File: src/rtl/port_wr_pkg.sv
package port_wr_pkg;

    localparam int DW   = 8;
    localparam int AW   = 2 * DW;
    localparam int FW   = 3;
    localparam int FLSB = 3;
    localparam int TW_W = 3;

    localparam logic [FW-1:0] CODE_B   = 3'b000;
    localparam logic [FW-1:0] CODE_C   = 3'b001;
    localparam logic [FW-1:0] CODE_D   = 3'b010;
    localparam logic [FW-1:0] CODE_E   = 3'b011;
    localparam logic [FW-1:0] CODE_H   = 3'b100;
    localparam logic [FW-1:0] CODE_L   = 3'b101;
    localparam logic [FW-1:0] CODE_MEM = 3'b110;

    typedef enum logic [1:0] {
        MC_IDLE   = 2'd0,
        MC_FETCH1 = 2'd1,
        MC_FETCH2 = 2'd2,
        MC_IOWR   = 2'd3
    } mcyc_e;

    typedef enum logic [TW_W-1:0] {
        TS_T1,
        TS_T2,
        TS_TW,
        TS_T3,
        TS_T4
    } tstate_e;

    typedef struct packed {
        logic [DW-1:0] b;
        logic [DW-1:0] c;
        logic [DW-1:0] d;
        logic [DW-1:0] e;
        logic [DW-1:0] h;
        logic [DW-1:0] l;
        logic [DW-1:0] a;
    } regset_t;

    typedef struct packed {
        logic [FW-1:0] field;
        regset_t       regs;
    } capture_t;

    function automatic logic [AW-1:0] port_addr(input regset_t r);
        return {r.b, r.c};
    endfunction

    function automatic logic wait_window(input tstate_e t);
        return (t == TS_T2) || (t == TS_TW);
    endfunction

    function automatic tstate_e fixed_next(input tstate_e t);
        case (t)
            TS_T1:   return TS_T2;
            TS_T2:   return TS_T3;
            TS_TW:   return TS_T3;
            TS_T3:   return TS_T4;
            default: return TS_T1;
        endcase
    endfunction

endpackage

File: src/rtl/pw_regcap.sv
module pw_regcap
    import port_wr_pkg::*;
(
    input  logic          clk,
    input  logic          rst,
    input  logic          load,
    input  logic [DW-1:0] op_byte,
    input  regset_t       regs_i,
    output capture_t      cap_o
);

    capture_t cap_q;

    always_ff @(posedge clk) begin
        if (rst) begin
            cap_q <= '0;
        end else if (load) begin
            cap_q.field <= op_byte[FLSB +: FW];
            cap_q.regs  <= regs_i;
        end
    end

    assign cap_o = cap_q;

    AST_OPC_FORM: assert property (@(posedge clk) disable iff (rst)
        load |-> (op_byte[DW-1 -: 2] == 2'b01) && (op_byte[FLSB-1:0] == 3'b001));

    AST_CAPTURE_HOLD: assert property (@(posedge clk) disable iff (rst)
        !load |=> $stable(cap_q));

endmodule

File: src/rtl/pw_srcsel.sv
module pw_srcsel
    import port_wr_pkg::*;
#(
    parameter bit FILL_ONES = 1'b0
) (
    input  capture_t      cap,
    output logic [DW-1:0] byte_o
);

    logic [DW-1:0] fill;

    generate
        if (FILL_ONES) begin : g_fill_ones
            assign fill = {DW{1'b1}};
        end else begin : g_fill_zero
            assign fill = {DW{1'b0}};
        end
    endgenerate

    always_comb begin
        case (cap.field)
            CODE_B:   byte_o = cap.regs.b;
            CODE_C:   byte_o = cap.regs.c;
            CODE_D:   byte_o = cap.regs.d;
            CODE_E:   byte_o = cap.regs.e;
            CODE_H:   byte_o = cap.regs.h;
            CODE_L:   byte_o = cap.regs.l;
            CODE_MEM: byte_o = fill;
            default:  byte_o = cap.regs.a;
        endcase
    end

endmodule

File: src/rtl/pw_tseq.sv
module pw_tseq
    import port_wr_pkg::*;
(
    input  logic    clk,
    input  logic    rst,
    input  logic    start,
    input  logic    wait_in,
    output mcyc_e   mc_o,
    output tstate_e ts_o,
    output logic    launch_o,
    output logic    done_o
);

    mcyc_e   mc_q, mc_d;
    tstate_e ts_q, ts_d;

    assign launch_o = (mc_q == MC_IDLE) && start;
    assign done_o   = (mc_q == MC_IOWR) && (ts_q == TS_T4);

    always_comb begin
        mc_d = mc_q;
        ts_d = ts_q;
        case (mc_q)
            MC_IDLE: begin
                if (start) begin
                    mc_d = MC_FETCH1;
                    ts_d = TS_T1;
                end
            end
            MC_FETCH1, MC_FETCH2: begin
                ts_d = fixed_next(ts_q);
                if (ts_q == TS_T4) begin
                    mc_d = (mc_q == MC_FETCH1) ? MC_FETCH2 : MC_IOWR;
                end
            end
            default: begin
                if (wait_window(ts_q)) begin
                    ts_d = wait_in ? TS_TW : TS_T3;
                end else begin
                    ts_d = fixed_next(ts_q);
                end
                if (ts_q == TS_T4) begin
                    mc_d = MC_IDLE;
                end
            end
        endcase
    end

    always_ff @(posedge clk) begin
        if (rst) begin
            mc_q <= MC_IDLE;
            ts_q <= TS_T1;
        end else begin
            mc_q <= mc_d;
            ts_q <= ts_d;
        end
    end

    assign mc_o = mc_q;
    assign ts_o = ts_q;

    AST_WAIT_STRETCH: assert property (@(posedge clk) disable iff (rst)
        (mc_q == MC_IOWR && wait_window(ts_q) && wait_in) |=> (ts_q == TS_TW));

    AST_WAIT_RELEASE: assert property (@(posedge clk) disable iff (rst)
        (mc_q == MC_IOWR && wait_window(ts_q) && !wait_in) |=> (ts_q == TS_T3));

    AST_NO_FETCH_WAIT: assert property (@(posedge clk) disable iff (rst)
        (mc_q != MC_IOWR) |-> (ts_q != TS_TW));

    AST_DONE_TO_IDLE: assert property (@(posedge clk) disable iff (rst)
        done_o |=> (mc_q == MC_IDLE) && !done_o);

    AST_START_IGNORED: assert property (@(posedge clk) disable iff (rst)
        (start && mc_q == MC_IOWR && ts_q != TS_T4) |=> (mc_q == MC_IOWR));

endmodule

File: src/rtl/port_write_seq.sv
module port_write_seq
    import port_wr_pkg::*;
#(
    parameter bit FILL_ONES = 1'b0
) (
    input  logic          clk,
    input  logic          rst,
    input  logic          start_i,
    input  logic [DW-1:0] op_byte_i,
    input  logic [DW-1:0] rb_i,
    input  logic [DW-1:0] rc_i,
    input  logic [DW-1:0] rd_i,
    input  logic [DW-1:0] re_i,
    input  logic [DW-1:0] rh_i,
    input  logic [DW-1:0] rl_i,
    input  logic [DW-1:0] ra_i,
    input  logic          wait_i,
    output logic [AW-1:0] addr_o,
    output logic [DW-1:0] data_o,
    output logic          iorq_o,
    output logic          wr_o,
    output logic          fetch_o,
    output logic [1:0]    mcyc_o,
    output logic          done_o
);

    regset_t       regs_in;
    capture_t      cap;
    mcyc_e         mc;
    tstate_e       ts;
    logic          launch;
    logic [DW-1:0] src_byte;
    logic          in_io;

    always_comb begin
        regs_in.b = rb_i;
        regs_in.c = rc_i;
        regs_in.d = rd_i;
        regs_in.e = re_i;
        regs_in.h = rh_i;
        regs_in.l = rl_i;
        regs_in.a = ra_i;
    end

    pw_tseq u_seq (
        .clk      (clk),
        .rst      (rst),
        .start    (start_i),
        .wait_in  (wait_i),
        .mc_o     (mc),
        .ts_o     (ts),
        .launch_o (launch),
        .done_o   (done_o)
    );

    pw_regcap u_cap (
        .clk     (clk),
        .rst     (rst),
        .load    (launch),
        .op_byte (op_byte_i),
        .regs_i  (regs_in),
        .cap_o   (cap)
    );

    pw_srcsel #(.FILL_ONES(FILL_ONES)) u_sel (
        .cap    (cap),
        .byte_o (src_byte)
    );

    assign in_io   = (mc == MC_IOWR);
    assign addr_o  = in_io ? port_addr(cap.regs) : '0;
    assign data_o  = in_io ? src_byte : '0;
    assign iorq_o  = in_io && (ts != TS_T1);
    assign wr_o    = in_io && (ts != TS_T1);
    assign fetch_o = (mc == MC_FETCH1) || (mc == MC_FETCH2);
    assign mcyc_o  = mc;

    AST_STROBE_IN_IO: assert property (@(posedge clk) disable iff (rst)
        (iorq_o || wr_o) |-> (mcyc_o == 2'd3) && !fetch_o);

    AST_STROBE_UNTIL_DONE: assert property (@(posedge clk) disable iff (rst)
        (iorq_o && !done_o) |=> iorq_o && wr_o);

    AST_ADDR_HELD: assert property (@(posedge clk) disable iff (rst)
        (in_io && ts != TS_T1) |-> $stable(addr_o));

    AST_DATA_HELD: assert property (@(posedge clk) disable iff (rst)
        (in_io && ts != TS_T1) |-> $stable(data_o));

    AST_IDLE_QUIET: assert property (@(posedge clk) disable iff (rst)
        (mcyc_o == 2'd0) |-> (addr_o == '0) && (data_o == '0) && !done_o);

endmodule

File: config.mk
export PLATFORM = sky130hd
export DESIGN_NAME = port_write_seq
export DESIGN_NICKNAME = d
export VERILOG_FILES = /design/src/rtl/port_wr_pkg.sv /design/src/rtl/pw_regcap.sv /design/src/rtl/pw_srcsel.sv /design/src/rtl/pw_tseq.sv /design/src/rtl/port_write_seq.sv
export SDC_FILE = /design/constraint.sdc
export NUM_CORES = 1
export LEC_CHECK = 0
export BUFFER_PORTS_ARGS = -buffer_cell sky130_fd_sc_hd__buf_2
export CAP_MARGIN = 40
export CORE_MARGIN = 3
export CORE_UTILIZATION = 25
export CTS_CLUSTER_DIAMETER = 80
export DETAILED_ROUTE_END_ITERATION = 8
export PLACE_DENSITY_LB_ADDON = 0.1
export SLEW_MARGIN = 10
export SYNTH_ARGS = -nofsm -noshare
export SYNTH_HDL_FRONTEND = slang
export SYNTH_SLANG_ARGS = --single-unit
File: constraint.sdc
create_clock -name clk -period 1.6 [get_ports clk]
set_input_delay 0.24 -clock clk [delete_from_list [all_inputs] [get_ports clk]]
set_output_delay 0.24 -clock clk [all_outputs]
set_load 0.005 [all_outputs]
==> impl_metrics.ini, run 1 <==
[worst_setup_path]
critPathRequiredTime_ns = 1.36
start_kind = register
rr_worst_depth = 6
r2r-end = u_seq.ts_o[0]
crit_arrival_ns = 1.60
endpoint_kind = output port
path_class = register to output port
rrSetupSlack_ns = 0.07
reg2reg_from = u_seq.mc_o[0]
path_max_fanout = 8

[logic_synthesis]
synth_edf_count = 0
ys.flop_type = dfxtp_1
ys_seq_area_share_pct = 43.3
synth_cells = 386
synthesis.area_um2 = 2960
yosys_warnings = 0
synth-seq-cells = 64
async_flop_share_pct = 0
syn_nets = 457
synth_cell_types = 38
syn_avg_cell_area_um2 = 7.67

[sta]
setup_slack_ns = -0.242
grt_setup_unrepaired = yes
setup_viol = 24
timing.clock.skew_ns = 0.00561
period_share_pct = 115
fin_tns_setup_ns = -2.37
relSlewSlack_pct = 74.2
hold_violations = 0
min_period_ns = 1.84
max_clock_freq_ghz = 0.543
hold-worst-slack_ns = 0.146
drv_slew = 0
tightest_slew_ns = 0.383

[worst_hold_path]
whs_path_depth = 3
hold_end = u_cap.cap_o[52]
hold_path.class = primary input to register
hold_path.startpoint = rb_i[4]

[power_and_ir_drop]
p_per_area_nw_per_um2 = 1210
peakVddDrop_mv = 0.534
p_int_w = 0.00388
seqPwrFrac_pct = 36.4
comb_power_share_pct = 22.5
netSwitchingPower_w = 0.00150
clock_power_share_pct = 41.2
switching_share_pct = 27.8
p_leak_nw = 1.84

[job]
maxCapViolations = 0

[status]
status = finished, violations left
violations = negative setup slack

[clock_network]
cts_max_level = 3
cts_buffers = 9
cts_sinks = 64
clk_latency_ns = 0.33
holdBufCountCts = 0
cts.clk_slew.worst_paths_ns = 0.05
root_buffer = clkbuf_16
cts_tree = built
clockBufferDepth = 2

[floorplan]
die_y_um = 115
rows = 39
core_um2 = 11500
start_util_pct = 25.7
die_area_um2 = 13200
die_w_um = 115
pin_count = 98

[place]
portBuffers = 92
hpwl_um = 6720
routabilityCongestion = 0.773

[route]
viasPerCell = 4.52
vias = 2867
wl_per_cell_um = 15.1
drt_iter0_drc = 180
wl_um = 9570
drc = 0
dr.pass1.iters = 4
ant_nets = 0

[finish]
fillers = 1211
syn2layout_area_growth_pct = 50.4
drive_above_1_share_pct = 39.3
final_util_pct = 38.6
nets = 558
antenna-diode-count = 0

[global_route]
grt_remaining_overflow = 0
grt_pass1_vias = 2837
grt_use_total_pct = 14.5
grt_max_degree = 65
antenna_found_initial = 0
grt_pass1_wl_um = 14700
[power by group through the flow]
stage | clock [W] | combinational, W | sequential, W
5_1_grt | 0.00234 | 0.00136 | 0.00198
2_1_floorplan | 0 | 0.000712 | 0.00189
6_report | 0.00221 | 0.00121 | 0.00195
4_1_cts | 0.00227 | 0.00113 | 0.00195
3_3_place_gp | 0 | 0.00106 | 0.00197
3_5_place_dp | 0 | 0.00107 | 0.00197
[through the flow]
stage	cells	power, W	area (µm²)	setup slack, ns
6_report	634	0.00538	4450	-0.242
4_1_cts	628	0.00534	4150	-0.250
3_5_place_dp	612	0.00304	3690	-0.136
3_3_place_gp	612	0.00302	3690	-0.126
5_1_grt	634	0.00568	4450	-0.300
2_1_floorplan	386	0.00260	2960	0.0543
[logic make-up after synthesis]
family,Yosys count,share of synthesized area [%]
compound gates,104,19.8
fa+ha+maj,3,1.27
buf+inv,40,6.09
flops,64,43.3
mux,12,5.88
simple gates,163,23.6
[worst max path at each step]
| stage | start | endpoint | slack (ns) | cells after the start |
|---|---|---|---|---|
| 2_1_floorplan | u_seq.mc_o[1] | wr_o | 0.05 | 5 |
| 3_3_place_gp | u_cap.cap_o[58] | data_o[3] | -0.13 | 5 |
| 3_5_place_dp | u_cap.cap_o[58] | data_o[3] | -0.14 | 5 |
| 4_1_cts | u_cap.cap_o[56] | data_o[2] | -0.25 | 3 |
| 5_1_grt | u_cap.cap_o[56] | data_o[0] | -0.30 | 3 |
| 6_report | u_cap.cap_o[57] | data_o[7] | -0.24 | 5 |
[repair_timing]
action,CTS,global route
endpoints found under the setup margin,30,28
cloned,0,1
resized for setup,31,57
setup buffers,2,7
pin swaps,7,7
[worst max-delay path: stages (launching register included)]
cell and delay, ns:
dfxtp_4 0.40, buf_8 0.14, mux4_2 0.50, inv_2 0.07
a21oi_2 0.04, buf_2 0.12
[synth_stat cells, types with 2 or more instances]
cell type | number | area (µm²)
a31oi_1 | 3 | 18.8
inv_1 | 6 | 22.5
a211o_1 | 2 | 17.5
dfxtp_1 | 64 | 1280
nand3_1 | 3 | 15.0
mux2_2 | 3 | 33.8
mux4_2 | 4 | 90.1
o31ai_1 | 3 | 22.5
a221oi_1 | 3 | 26.3
buf_4 | 4 | 30.0
o21ai_0 | 15 | 75.1
nor2b_1 | 2 | 12.5
and2_1 | 17 | 106
a21oi_1 | 67 | 335
buf_1 | 4 | 15.0
ha_1 | 3 | 37.5
clkbuf_1 | 13 | 48.8
mux2i_1 | 5 | 50.1
nor2_1 | 6 | 22.5
nand2_1 | 127 | 477
o21a_1 | 2 | 15.0
a211oi_1 | 3 | 22.5
buf_2 | 12 | 60.1
[routing by layer]
layer / vias up / share of wire, % / GRT usage [%]
li1: 1487 / - / -
met1: 1310 / 47 / 19.0
met2: 63 / 47 / 23.7
met3: 7 / 4.9 / 3.79
met4: 0 / 0.92 / 3.99
met5: - / 0 / 0
[registers in the layout (all words and copies together), names as in the netlist]
register / cells
u_seq.mc_o: 2
u_seq.ts_o: 3
u_cap.cap_o: 59
[area by class of cell]
class,instances,area [µm²],area share [%]
Sequential cell,64,1300,29.2
Clock inverter,2,60.1,1.35
Timing Repair Buffer,123,932,21.0
Inverter,7,28.8,0.647
Clock buffer,13,280,6.30
Multi-Input combinational cell,282,1670,37.6
Tap cell,143,179,4.02
[cells in the final DEF (no fill, tap or decap), drive strengths merged, types with 4 or more instances in the layout]
cell	netlist	layout
clkbuf	13	14
nand2	127	127
o21ai	16	16
inv	7	7
mux2i	5	5
nor2	6	6
a21oi	67	67
dfxtp	64	64
and2	18	18
buf	20	122
mux4	4	4
Power figures use the tool's default switching activity.
==> run 2: changes to the inputs <==
--- a/config.mk
+++ b/config.mk
@@ -11,7 +11,8 @@
 export CORE_UTILIZATION = 25
 export CTS_CLUSTER_DIAMETER = 80
 export DETAILED_ROUTE_END_ITERATION = 8
-export PLACE_DENSITY_LB_ADDON = 0.1
+export PLACE_DENSITY_LB_ADDON = 0.25
+export SKIP_LAST_GASP = 1
 export SLEW_MARGIN = 10
 export SYNTH_ARGS = -nofsm -noshare
 export SYNTH_HDL_FRONTEND = slang
==> run 2 against run 1 <==
Against the previous run: the flow still finishes with violations (negative setup slack); clock power shrank 21%; core utilization grew 0.098 points; final cell count grew 0.63%; power shrank 8.1%; flip-flop and latch count is the same; critical path type unchanged; largest cell class unchanged; highest routed layer unchanged.
==> impl_metrics.ini, run 2 (synthesis gave the netlist of run 1 again) <==
[route]
dr.pass1.iters = 4
vias = 2941
wl_per_cell_um = 15.2
ant_nets = 0
wl_um = 9700
viasPerCell = 4.61
drc = 0
drt_iter0_drc = 164

[clock_network]
clk_latency_ns = 0.32
holdBufCountCts = 0
clockBufferDepth = 2
cts_max_level = 3
cts_sinks = 64
cts_buffers = 9
cts.clk_slew.worst_paths_ns = 0.05
cts_tree = built
root_buffer = clkbuf_16

[global_route]
antenna_found_initial = 0
grt_remaining_overflow = 0
grt_max_degree = 60
grt_pass1_wl_um = 14600
grt_use_total_pct = 14.1
grt_pass1_vias = 2947

[finish]
layout_common_cells = nand2_1 (126), buf_2 (75), a21oi_1 (64), dfxtp_1 (59), buf_6 (26)
drive_above_1_share_pct = 40.6
final_cells = 638
antenna-diode-count = 0
largest_register_ffs = 59
syn2layout_area_growth_pct = 50.7
layout_commonest_cell = nand2_1
nets = 561

[floorplan]
pin_count = 98
start_util_pct = 25.7
core_um2 = 11500
die_area_um2 = 13200
die_w_um = 115
rows = 39
die_y_um = 115

[sta]
grt_setup_unrepaired = yes
hold_violations = 0
period_share_pct = 115
setup_viol = 25
max_clock_freq_ghz = 0.541
tightest_slew_ns = 0.319
relSlewSlack_pct = 78.7
setup_slack_ns = -0.248
fin_tns_setup_ns = -3.48
timing.clock.skew_ns = 0.00266
min_period_ns = 1.85
drv_slew = 0

[worst_setup_path]
endpoint_kind = output port
path_max_fanout = 6
start_kind = register
path_class = register to output port
crit_arrival_ns = 1.61
crit_start = u_cap.cap_o[58]
reg2reg_from = u_seq.mc_o[0]
critPathRequiredTime_ns = 1.36

[worst_hold_path]
hold_path.class = primary input to register
hold_path.startpoint = rl_i[3]

[place]
routabilityCongestion = 0.758
dp_slack_ns = -0.0835
hpwl_um = 6600
dpl.cell_count = 608
portBuffers = 92

[status]
violations = negative setup slack
status = finished, violations left

[power_and_ir_drop]
p_per_area_nw_per_um2 = 1110
peakVddDrop_mv = 0.393
p_leak_nw = 1.84

[job]
maxCapViolations = 0
## run 2: cell types whose count changed in the layout (fill, tap and decap cells not counted), sizes merged
cell and change:
clkbuf -2, bufinv -2, clkinv +4, clkinvlp +2, buf +2
## run 2: layout make-up
type | count | area (µm²)
well taps | 143 | 179
flip-flops and latches | 64 | 1300
inverters | 7 | 26.3
fillers | 1216 | 7060
multi-input cells | 282 | 1710
clock inverters | 6 | 35.0
clock buffers | 10 | 239
repair buffers | 126 | 968
## run 2: path summary, 6_finish.rpt
| check | endpoint | slack, ns | cells after the start |
|---|---|---|---|
| hold reg to reg | u_cap.cap_o[28] | 0.45 | 2 |
| hold / removal | u_cap.cap_o[11] | 0.15 | 3 |
| setup reg to reg | u_seq.ts_o[0] | 0.03 | 7 |
| setup / recovery | data_o[4] | -0.25 | 5 |
## run 2: where the power goes
group	leakage [nW]	internal [W]	switching, W
registers	0.529	0.00179	0.000163
clock network	0.134	0.00108	0.000678
logic	1.18	0.000569	0.000670
## run 2: layer usage
layer,vias up,routed length (µm),GRT usage [%]
met4,0,150,4.77
met1,1354,4410,18.3
li1,1506,-,-
met5,-,0,0
met3,10,489,2.79
met2,71,4650,23.6
## run 2: worst max-delay path, cell delays in order, from the launching register on
cell and delay [ns]:
dfxtp_4 0.38, buf_6 0.12, mux2_4 0.31, a221oi_4 0.25
a211oi_2 0.08, buf_2 0.14
## run 2: what timing repair did
item / in CTS / in global routing
gates cloned: 2 / 1
setup buffers: 8 / 5
pin swaps: 9 / 11
endpoints found under the setup margin: 28 / 77
resized for setup: 74 / 25
## run 2: per-stage QoR
step           total power (W)  utilization [%]  hold WS (ns)  area (µm²)
6_report               0.00494             38.7         0.154        4460
2_1_floorplan          0.00260                -         0.376        2960
5_1_grt                0.00521             38.7         0.156        4460
3_3_place_gp           0.00295             31.6         0.443        3640
3_5_place_dp           0.00297             31.6         0.449        3640
4_1_cts                0.00485             37.4         0.148        4300
